$ cat src/rtl/pwm_vm_pkg.sv
package pwm_vm_pkg;

  // On-time in cycles for a captured error word: inverse linear law,
  // clamped below by the minimum pulse width.
  function automatic int unsigned on_cycles(input int unsigned err,
                                            input int unsigned max_on,
                                            input int unsigned min_on);
    if (err + min_on >= max_on) return min_on;
    return max_on - err;
  endfunction

endpackage

$ cat src/rtl/pwm_ramp.sv
module pwm_ramp #(
  parameter int unsigned PERIOD = 1000,
  parameter int unsigned CW     = $clog2(PERIOD)
) (
  input  logic          clk,
  input  logic          rst_n,
  output logic [CW-1:0] cnt,
  output logic          wrap
);
  localparam logic [CW-1:0] LAST = CW'(PERIOD - 1);

  // Reset to the last count so the first edge after reset opens a period.
  always_ff @(posedge clk or negedge rst_n) begin
    if (!rst_n)        cnt <= LAST;
    else if (cnt == LAST) cnt <= '0;
    else               cnt <= cnt + 1'b1;
  end

  assign wrap = (cnt == LAST);
endmodule

$ cat src/rtl/pwm_ontime.sv
module pwm_ontime
  import pwm_vm_pkg::*;
#(
  parameter int unsigned ERR_W  = 10,
  parameter int unsigned CW     = 10,
  parameter int unsigned MAX_ON = 670,
  parameter int unsigned MIN_ON = 20
) (
  input  logic             clk,
  input  logic             rst_n,
  input  logic             start,
  input  logic [ERR_W-1:0] err_in,
  output logic [CW-1:0]    ton_q
);
  logic [CW-1:0] ton_d;

  always_comb begin
    ton_d = CW'(on_cycles(32'(err_in), MAX_ON, MIN_ON));
  end

  // Captured once per period, at the same edge that turns the switch on.
  always_ff @(posedge clk or negedge rst_n) begin
    if (!rst_n)     ton_q <= CW'(MIN_ON);
    else if (start) ton_q <= ton_d;
  end
endmodule

$ cat src/rtl/pwm_climit.sv
module pwm_climit #(
  parameter int unsigned CW     = 10,
  parameter int unsigned BLANK  = 15,
  parameter int unsigned CL_DLY = 10
) (
  input  logic          clk,
  input  logic          rst_n,
  input  logic          clr,
  input  logic          armed,
  input  logic [CW-1:0] cnt,
  input  logic          oc_flag,
  output logic          trip
);
  localparam logic [CW-1:0] BLANK_C = CW'(BLANK);

  logic          det;
  logic [CL_DLY-1:0] dly;

  assign det = armed & oc_flag & (cnt >= BLANK_C);

  generate
    if (CL_DLY == 1) begin : g_one
      always_ff @(posedge clk or negedge rst_n) begin
        if (!rst_n)   dly <= '0;
        else if (clr) dly <= '0;
        else          dly <= det;
      end
    end else begin : g_chain
      always_ff @(posedge clk or negedge rst_n) begin
        if (!rst_n)   dly <= '0;
        else if (clr) dly <= '0;
        else          dly <= {dly[CL_DLY-2:0], det};
      end
    end
  endgenerate

  assign trip = dly[CL_DLY-1];
endmodule

$ cat src/rtl/pwm_vm_ctrl.sv
module pwm_vm_ctrl #(
  parameter int unsigned PERIOD = 1000,
  parameter int unsigned ERR_W  = 10,
  parameter int unsigned MAX_ON = 670,
  parameter int unsigned MIN_ON = 20,
  parameter int unsigned BLANK  = 15,
  parameter int unsigned CL_DLY = 10
) (
  input  logic             clk,
  input  logic             rst_n,
  input  logic             enable,
  input  logic [ERR_W-1:0] err_in,
  input  logic             oc_flag,
  output logic             gate_en
);
  localparam int unsigned   CW       = $clog2(PERIOD);
  localparam logic [CW:0]   MAX_ON_C = (CW+1)'(MAX_ON);

  logic [CW-1:0] ramp_cnt;
  logic          ramp_wrap;
  logic [CW-1:0] ton_q;
  logic          oc_trip;
  logic          gate_q;
  logic [CW:0]   cnt_nxt;

  pwm_ramp #(.PERIOD(PERIOD), .CW(CW)) u_ramp (
    .clk(clk), .rst_n(rst_n), .cnt(ramp_cnt), .wrap(ramp_wrap)
  );

  pwm_ontime #(.ERR_W(ERR_W), .CW(CW), .MAX_ON(MAX_ON), .MIN_ON(MIN_ON)) u_ontime (
    .clk(clk), .rst_n(rst_n), .start(ramp_wrap), .err_in(err_in), .ton_q(ton_q)
  );

  pwm_climit #(.CW(CW), .BLANK(BLANK), .CL_DLY(CL_DLY)) u_climit (
    .clk(clk), .rst_n(rst_n), .clr(ramp_wrap | ~enable),
    .armed(gate_q & enable), .cnt(ramp_cnt), .oc_flag(oc_flag), .trip(oc_trip)
  );

  assign cnt_nxt = {1'b0, ramp_cnt} + 1'b1;

  // Output latch: set by the period start, reset by the error end point,
  // the maximum-duty point or an overcurrent trip; disable clears it.
  always_ff @(posedge clk or negedge rst_n) begin
    if (!rst_n)                         gate_q <= 1'b0;
    else if (!enable)                   gate_q <= 1'b0;
    else if (ramp_wrap)                 gate_q <= 1'b1;
    else if (oc_trip)                   gate_q <= 1'b0;
    else if (cnt_nxt >= {1'b0, ton_q})  gate_q <= 1'b0;
    else if (cnt_nxt >= MAX_ON_C)       gate_q <= 1'b0;
  end

  assign gate_en = gate_q & enable;
endmodule

$ cat config.mk
export PLATFORM = sky130hd
export DESIGN_NAME = pwm_vm_ctrl
export DESIGN_NICKNAME = d
export VERILOG_FILES = /design/src/rtl/pwm_vm_pkg.sv /design/src/rtl/pwm_ramp.sv /design/src/rtl/pwm_ontime.sv /design/src/rtl/pwm_climit.sv /design/src/rtl/pwm_vm_ctrl.sv
export SDC_FILE = /design/constraint.sdc
export NUM_CORES = 1
export LEC_CHECK = 0
export CORE_AREA = 3 3 50 86
export CTS_CLUSTER_DIAMETER = 60
export CTS_CLUSTER_SIZE = 8
export DETAILED_ROUTE_END_ITERATION = 8
export DIE_AREA = 0 0 53 89
export DONT_BUFFER_PORTS = 1
export GPL_ROUTABILITY_DRIVEN = 1
export HOLD_SLACK_MARGIN = 0.02
export PLACE_DENSITY = 0.66
export SYNTH_ARGS = -nofsm -noshare
export SYNTH_HDL_FRONTEND = slang
export SYNTH_SLANG_ARGS = --single-unit
$ cat constraint.sdc
create_clock -name clk -period 3.7 [get_ports clk]
set_clock_uncertainty 0.2 [all_clocks]
set_input_delay 0.555 -clock clk [delete_from_list [all_inputs] [get_ports clk]]
set_output_delay 0.555 -clock clk [all_outputs]
set_load 0.05 [all_outputs]
; ---- Yosys cells after proc, flatten, opt, wreduce, memory -nomap -nowiden
; Index checks and enable logic that the tools add are counted.
[word_totals]
reg_bits = 31
out_inout_bits = 1
[op_classes]
n_lt_le_gt_ge = 4
bitwise_logic = 5
muxes = 10
n_eq_ne = 2
add_sub_neg = 4
[ops]
columns = op, count
row1 = $ge 32x10->1 const B, 1
row2 = $mux 10, 3
row3 = $add 10x1->11 const B, 1
row4 = $add 10x5->11 const B, 1
row5 = $ge 11x10->1, 1
row6 = $ge 11x10->1 const B, 1
row7 = $add 10x1->10 const B, 1
row8 = $eq 10x10->1 const B, 1
row9 = $ge 10x4->1 const B, 1
row10 = $sub 10x10->10 const A, 1
row11 = $mux 1, 6
row12 = $mux 5, 1
row13 = $ne 5x1->1 const B, 1
row14 = $and 1x1->1, 3
row15 = $not 1->1, 1
row16 = $or 1x1->1, 1

; ---- Logic depth before layout (Yosys ltp)
; Gate-level depths: netlist of the first run.
[depth]
word_depth = 7
mapped_depth = 11
ltp_nobuf = 10

; ---- By module
; A second synthesis of the first run with hierarchy kept.
[hier_totals]
hier_cells = 240
hier_area_um2 = 2262.2
[modules_own_cells]
columns = module, area_per_inst_um2, cells_each, instances
row1 = pwm_ontime, 800.8, 92, 1
row2 = pwm_vm_ctrl, 596.8, 81, 1
row3 = pwm_ramp, 493.0, 43, 1
row4 = pwm_climit, 371.6, 24, 1

; ---- Worst setup path after synthesis of the first run
; No wires, ideal clock.
[synth_timing]
path_type = register to register
from = register u_ramp.cnt[0]
to = register gate_q
path_stages_with_launch = 10
synth_period_minus_slack_ns = 2.524
slack_ns = 1.176
arrival_time_ns = 2.190
cell_sequence = dfstp_2 ha_1 nand3_2 xnor2_1 ha_1 nand2_1 o31a_1 maj3_1 o221ai_1 a22oi_1
[synth_between]
elab_chain_len = 6
word_cells_on_any_way = 9
classes_between = 1 x add/sub / 2 x order compare / 2 x eq/ne / 4 x mux
[synth_rtl]
columns = item, line
row1 = from (decl), pwm_ramp.sv:7  ; output logic [CW-1:0] cnt,
row2 = from (signal assigned), pwm_ramp.sv:16  ; else cnt <= cnt + 1'b1;
row3 = $add 10x1->11, pwm_vm_ctrl.sv:39  ; assign cnt_nxt = {1'b0, ramp_cnt} + 1'b1;
row4 = $ge 11x10->1, pwm_vm_ctrl.sv:48  ; else if (cnt_nxt >= {1'b0, ton_q}) gate_q <= 1'b0;
row5 = $mux 1, pwm_vm_ctrl.sv:48
row6 = $mux 1, pwm_vm_ctrl.sv:47  ; else if (oc_trip) gate_q <= 1'b0;
row7 = $mux 1, pwm_vm_ctrl.sv:46  ; else if (ramp_wrap) gate_q <= 1'b1;
row8 = $mux 1, pwm_vm_ctrl.sv:45  ; else if (!enable) gate_q <= 1'b0;
row9 = to (signal assigned), pwm_vm_ctrl.sv:45
row10 = to (signal assigned), pwm_vm_ctrl.sv:46
row11 = to (signal assigned), pwm_vm_ctrl.sv:47
row12 = to (decl), pwm_vm_ctrl.sv:23  ; logic gate_q;
; Parallel ways exist; a longest one is shown, timed or not.
; A chain may end at the register's enable or synchronous reset.

; ---- Worst setup path after layout of the first run
[layout_timing]
from = register u_ramp.cnt[2]
to = register gate_q
; Same word-level chain as after synthesis.

==> results of run 1 <==
-- cell families after synthesis --
family | after synthesis | synth area share, %
buf+inv | 21 | 5.68
fa+ha+maj | 13 | 9.21
compound gates | 28 | 10.7
flops | 31 | 45.3
xor+xnor | 20 | 10.5
simple gates | 60 | 18.6
-- repair_timing --
| action | CTS | global route |
|---|---|---|
| gates resized for setup | 0 | 0 |
| buffers inserted | 0 | 0 |
| hold endpoints to repair | 31 | 0 |
| hold buffers | 2 | 0 |
-- power by group through the flow --
stage / registers [mW] / logic (mW) / clock network [mW]
3_5_place_dp: 0.345 / 0.0154 / 0
6_report: 0.340 / 0.0247 / 0.338
4_1_cts: 0.339 / 0.0259 / 0.349
3_3_place_gp: 0.345 / 0.0150 / 0
2_1_floorplan: 0.345 / 0.0140 / 0
5_1_grt: 0.339 / 0.0287 / 0.364
-- area by class of cell --
class	count	area (µm²)
Clock inverter	2	35.0
Sequential cell	31	788
Clock buffer	6	82.6
Inverter	15	56.3
Tap cell	46	57.6
Timing Repair Buffer	3	37.5
Multi-Input combinational cell	121	852
Fill cell	337	1760
-- registers in the layout, indices dropped and copies added, names as in the netlist --
name,flops
gate_q,1
u_climit.dly,10
u_ontime.ton_q,10
u_ramp.cnt,10
-- layer usage --
layer,vias to the layer above,part of all wire [%],track usage [%]
met4,0,3.6,10.5
met3,10,3.7,4.01
met5,-,0,0
met2,26,53,30.8
li1,594,-,-
met1,595,39,19.8
-- worst reg2reg max path: stages (launching register included) --
cell and delay (ps):
dfstp_2 610, nand3_1 120, xor2_1 260, inv_1 90
ha_1 280, o21a_1 120, nor2_1 50, o31a_1 280
maj3_1 360, o221ai_1 200, a22oi_1 90
-- synth_stat cells (all sizes together) (3+ instances only) --
cell type	n	area share (%)
ha	12	8.6
dfstp	10	15
xor2	10	5.5
nor2	15	3.2
nor3	3	0.86
dfrtp	21	30
xnor2	10	5.0
nand2	16	3.6
and3	11	4.0
inv	15	3.2
buf	4	2.0
o22ai	3	1.1
o21ai	9	2.6
a21oi	4	1.2
nand3	8	2.9
-- through the flow --
stage	power, mW	hold WS, ps	setup slack [ps]	instance area, µm²
finish	0.702	203	923	1910
detailed placement	0.361	60.6	950	1760
CTS	0.715	192	937	1910
global route	0.732	206	768	1910
global placement	0.360	60.4	1010	1760
floorplan	0.359	59.4	1180	1740
-- how the worst max path moves through the flow --
stage                              end  cells after the start               startpoint
floorplan           gate_q$_DFFE_PN0P_                      9  u_ramp.cnt[0]$_DFF_PN1_
detailed placement  gate_q$_DFFE_PN0P_                     10  u_ramp.cnt[2]$_DFF_PN1_
global placement    gate_q$_DFFE_PN0P_                     10  u_ramp.cnt[2]$_DFF_PN1_
global route        gate_q$_DFFE_PN0P_                     10  u_ramp.cnt[4]$_DFF_PN0_
CTS                 gate_q$_DFFE_PN0P_                     10  u_ramp.cnt[2]$_DFF_PN1_
finish              gate_q$_DFFE_PN0P_                     10  u_ramp.cnt[2]$_DFF_PN1_
==> impl_metrics.csv, run 1 <==
group,metric,value,unit
run_status,outcome,"completed",
setup_path,critPathMaxStageDelay,610,ps
final_layout,n_antenna_cell,0,
placed_design,placedCellCount,214,
timing,grt_setup_unrepaired,"no",
grt,grt_usage,17.9,%
setup_path,worstSetupPathType,"register to register",
final_layout,syn_to_final_growth,9.78,%
setup_path,cp-start-kind,"register",
final_layout,layout.cells.non_filler,224,
yosys,syn-instance-count,173,
power,pwr-share-seq,48.4,%
routing,ant_nets,0,
setup_path,cp-end-kind,"register",
setup_path,reg2reg_depth,10,
grt,overflow,0,
worst_hold_path,hold_path_class,"primary input to register",
timing,drv_slew,0,
yosys,synthFlopType,"dfrtp_1",
timing,min_period,2780,ps
grt,grt_pass1_wl,6.11,mm
power,pwr-share-clk,48.1,%
die,die_w,53,µm
timing,tightest_slew,552,ps
placed_design,portBuffers,0,
setup_path,worstPathArrival,2730,ps
cts,cts_tree,"done",
cts,clockBufferDepth,2,
timing,slew_headroom,62.9,%
yosys,async_reset_ff_share,100,%
routing,via_per_inst,5.47,
setup_path,cp_cell_sequence,"nand3_1 > xor2_1 > inv_1 > ha_1 > o21a_1 > nor2_1 > o31a_1 > maj3_1 > o221ai_1 > a22oi_1",
setup_path,r2r_setup_slack,920,ps
yosys,avgSynthCellArea,10.1,µm²
power,swShare,19.1,%
yosys,synth_seq_cells,31,
cts,cts_buffers,5,
die,rows,29,
power,power_density,368,nW/µm²
worst_hold_path,holdPathStages,2,
cts,root_buffer,"clkbuf_8",
grt,grt_pass1_vias,1371,
setup_path,crit_buf_inv,1,
yosys,synthesis.nets,199,
setup_path,cp_slowest_cell,"dfstp_2",
die,start_util,47.5,%
die,die_area,4720,µm²
worst_hold_path,whs_endpoint,"u_climit.dly[0]$_DFF_PN0_",
routing,routed_wl,3.43,mm
routing,vias,1225,
yosys,synth-edff-count,0,
power,p_switching,0.134,mW
setup_path,r2r_end,"gate_q$_DFFE_PN0P_",
power,max-vdd-ir-drop,237,µV
power,combinationalPowerShare,3.5,%
placed_design,dpl.hpwl,2.54,mm
die,ioPinCount,15,
routing,first_pass_iters,4,
placed_design,gp_congestion,0.938,
timing,hold_violations,0,
grt,antenna_found_initial,0,
cts,htree_levels,2,
timing,fin_crit_sh,75.1,%
grt,grt_max_degree,32,
cts,clk_pin_slew,70,ps
yosys,yosysWarnings,0,
yosys,synthDistinctLibCells,40,
cts,clock-sinks,31,
routing,drt_iter0_markers,23,
yosys,seq_area_frac_synth,45.3,%
timing,setup_violations,0,
power,p_leak,0.918,nW
yosys,synth_area,1740,µm²
final_layout,final_cell_mix,"dfrtp_1, inv_1, nor2_1, nand2_1, ha_1",
die,coreArea,3660,µm²
final_layout,finalNetCount,203,
final_layout,layout_commonest_cell,"dfrtp_1",
routing,wl_per_cell,15.3,µm
timing,fmax,0.360,GHz
setup_path,worstPathRequired,3650,ps
setup_path,cp_max_fo,6,
timing,setup_tns,0,ps
setup_path,cpLargestDelayFamily,"compound AO/OA/AOI/OAI gates",
worst_hold_path,hp-start,"enable",
final_layout,utilization,52.1,%
job,drv_cap,0,
routing,drc,0,
final_layout,final_layout_size_suffix_gt1_share,15.2,%
power,cellInternalPower,0.568,mW
cts,clock_latency,280,ps
die,die_h,89,µm
setup_path,r2r_start,"u_ramp.cnt[2]$_DFF_PN1_",
No activity file was read; power rests on OpenSTA's default activity.
==> inputs of run 2 (changes only) <==
ABC_AREA = 1   (was default)
CORE_AREA = 3 3 51 88   (was 3 3 50 86)
DIE_AREA = 0 0 54 91   (was 0 0 53 89)
PLACE_DENSITY = 0.69   (was 0.66)
clock period = 2.4 ns   (was 3.7 ns; I/O delays follow)
==> impl_metrics.csv, run 2 <==
group,metric,value,unit
run_status,outcome,"completed",
power,power_density,454,nW/µm²
die,die_w,54,µm
setup_path,path_common_cell,"nand2_1",
grt,grt_max_degree,32,
setup_path,worstPathArrival,2220,ps
routing,wl_per_cell,11.5,µm
yosys,synth_top_area_cell,"dfrtp_1",
job,drv_cap,0,
timing,drv_slew,0,
timing,worst_slack,153,ps
routing,drt_iter0_markers,16,
cts,htree_levels,2,
setup_path,cp-start-kind,"register",
yosys,yosys.area_share.simple,25.8,%
setup_path,crit_buf_inv,2,
placed_design,gp_congestion,0.753,
power,cellInternalPower,0.751,mW
timing,setup_tns,0,ps
die,rows,30,
placed_design,dpl.hpwl,2.51,mm
power,p_switching,0.207,mW
routing,drc,0,
cts,root_buffer,"clkbuf_8",
routing,first_pass_iters,4,
setup_path,worstSetupPathType,"register to register",
final_layout,design_area,2110,µm²
placed_design,portBuffers,0,
cts,clk_pin_slew,60,ps
yosys,synthesis.nets,252,
cts,clock-sinks,31,
power,max-vdd-ir-drop,310,µV
final_layout,largest_registers,"u_climit.dly (10), u_ontime.ton_q (10), u_ramp.cnt (10)",
yosys,avgSynthCellArea,8.12,µm²
yosys,synth_top_family_by_area,"simple AND/OR/NAND/NOR gates",
yosys,yosysMostFrequentCell,"nand2_1",
routing,vias,1405,
setup_path,cp_max_fo,5,
final_layout,syn_to_final_growth,15.1,%
yosys,seq_area_frac_synth,42.9,%
final_layout,finalNetCount,267,
grt,grt_pass1_wl,5.83,mm
power,p_leak,1.08,nW
grt,antenna_found_initial,0,
yosys,synth_top_cell_area_share,28.6,%
yosys,synthDistinctLibCells,30,
yosys,synth_fa_ha_area_share,8.18,%
yosys,synth.area.mux_share,0,%
timing,setup_violations,0,
final_layout,n_antenna_cell,0,
die,start_util,47.5,%
timing,fmax,0.445,GHz
cts,clockBufferDepth,2,
routing,via_per_inst,4.84,
placed_design,dp_slack,74.3,ps
yosys,synth_seq_cells,31,
routing,routed_wl,3.33,mm
timing,slew_headroom,70.3,%
final_layout,final_cell_mix,"nand2_1, inv_1, nor2_1, dfrtp_1, dfstp_2",
yosys,async_reset_ff_share,100,%
yosys,synthFlopType,"dfrtp_1",
timing,tightest_slew,445,ps
cts,cts_tree,"done",
final_layout,layout_commonest_cell,"nand2_1",
power,pwr-share-seq,55.3,%
yosys,synth_area,1840,µm²
timing,hold_violations,0,
yosys,synth_xor_area_share,5.18,%
timing,fin_crit_sh,93.6,%
placed_design,placed_area,1910,µm²
yosys,synth_compound_area_share,7.63,%
setup_path,cp_cell_sequence,"ha_4 > nand3_4 > xor2_2 > inv_2 > ha_4 > nand2_1 > inv_1 > nand2_1 > nand2_1 > nand2_1 > nand2_1 > nand2_1 > nand2_1 > nand2_1 > nand2_1 > nand2_1",
grt,overflow,0,
yosys,syn-instance-count,226,
grt,grt_pass1_vias,1417,
yosys,yosysWarnings,0,
cts,clock_latency,280,ps
power,swShare,21.6,%
setup_path,worstPathRequired,2370,ps
yosys,yosys-top-cells-count,"nand2_1, inv_1, nor2_1",
setup_path,cp_slowest_cell,"dfstp_2",
die,die_h,91,µm
cts,cts_buffers,5,
die,ioPinCount,15,
timing,min_period,2250,ps
yosys,synth_area_leaders,"dfrtp_1, dfstp_2, nand2_1",
setup_path,cp-end-kind,"register",
die,die_area,4910,µm²
grt,grt_usage,16.1,%
final_layout,final_layout_size_suffix_gt1_share,17.8,%
worst_hold_path,hold_path_class,"primary input to register",
power,pwr-share-clk,39.6,%
power,combinationalPowerShare,5.1,%
setup_path,critPathMaxStageDelay,580,ps
yosys,synth-edff-count,0,
routing,ant_nets,0,
die,coreArea,3870,µm²
setup_path,cpLargestDelayFamily,"flip-flops",
final_layout,utilization,54.6,%
-- run 2: changes by cell type in the layout (fill, tap and decap cells not counted), moves of 3 or more --
cell      before  now
nor2_1        15   28
nand2_1       15   52
and3_1        11    0
ha_1          12    9
ha_4           0    3
xnor2_1       10    2
buf_4          1    6
inv_1         15   45
xor2_1         9    6
o21bai_1       0    3
o21ai_0        8    5
-- run 2: cell families after synthesis --
family | count (synthesis)
compound gates | 20
xor+xnor | 10
fa+ha+maj | 12
buf+inv | 48
flops | 31
simple gates | 105
-- run 2: area by class of cell --
class	instances	area, µm²
multi-input cells	147	920
repair buffers	9	85.1
flip-flops and latches	31	788
clock buffers	7	76.3
fillers	372	1750
well taps	48	60.1
inverters	47	178
clock inverters	1	5.00
-- run 2: layer usage --
layer / GRT usage, % / vias to the layer above / part of all wire, % / wire length [µm]
met3: 4.27 / 6 / 3.8 / 127
li1: - / 721 / - / -
met4: 6.24 / 0 / 2.2 / 74
met2: 29.3 / 21 / 57 / 1890
met1: 16.4 / 657 / 37 / 1240
met5: 0 / - / 0 / 0
-- run 2: repair_timing --
item                       4_1_cts  5_1_grt
hold buffers                     3        0
setup endpoints to repair        0        1
gates resized for setup          0        9
setup buffers                    0        3
hold endpoints to repair        32        0
-- run 2: power by group through the flow --
stage	sequential [mW]	combinational [mW]	clock [mW]
after global placement	0.539	0.0334	0
after detailed placement	0.539	0.0339	0
after floorplan	0.538	0.0287	0
after global routing	0.530	0.0576	0.422
after CTS	0.530	0.0513	0.393
final	0.530	0.0493	0.379
-- run 2: worst register-to-register path: cells and delay by family (launching register included) --
| kind | cells | cell delay (ps) |
|---|---|---|
| buffers and inverters | 2 | 120 |
| adder cells (fa/ha/maj) | 2 | 430 |
| XOR/XNOR | 1 | 230 |
| AND/OR/NAND/NOR | 11 | 570 |
| flip-flops | 1 | 580 |
-- run 2: metrics by stage --
stage	hold WS (ps)	instances	total power, mW
floorplan	-136	226	0.567
global placement	-134	276	0.572
detailed placement	-134	276	0.573
CTS	42.5	287	0.974
global route	43.4	290	1.01
finish	42.5	290	0.959
-- run 2: path summary, 6_finish.rpt --
check | end | slack (ps) | startpoint | cells past startpoint
worst min register to register | u_climit.dly[4]$_DFF_PN0_ | 270 | u_climit.dly[3]$_DFF_PN0_ | 2
worst min-delay path | u_climit.dly[0]$_DFF_PN0_ | 40 | oc_flag | 2
worst max-delay path | gate_q$_DFFE_PN0P_ | 150 | u_ramp.cnt[1]$_DFF_PN1_ | 16
worst max register to register | gate_q$_DFFE_PN0P_ | 150 | u_ramp.cnt[1]$_DFF_PN1_ | 16
max in group asynchronous | u_ramp.cnt[9]$_DFF_PN1_ | 1430 | rst_n | 2
min in group asynchronous | u_ontime.ton_q[1]$_DFFE_PN0N_ | 320 | rst_n | 2
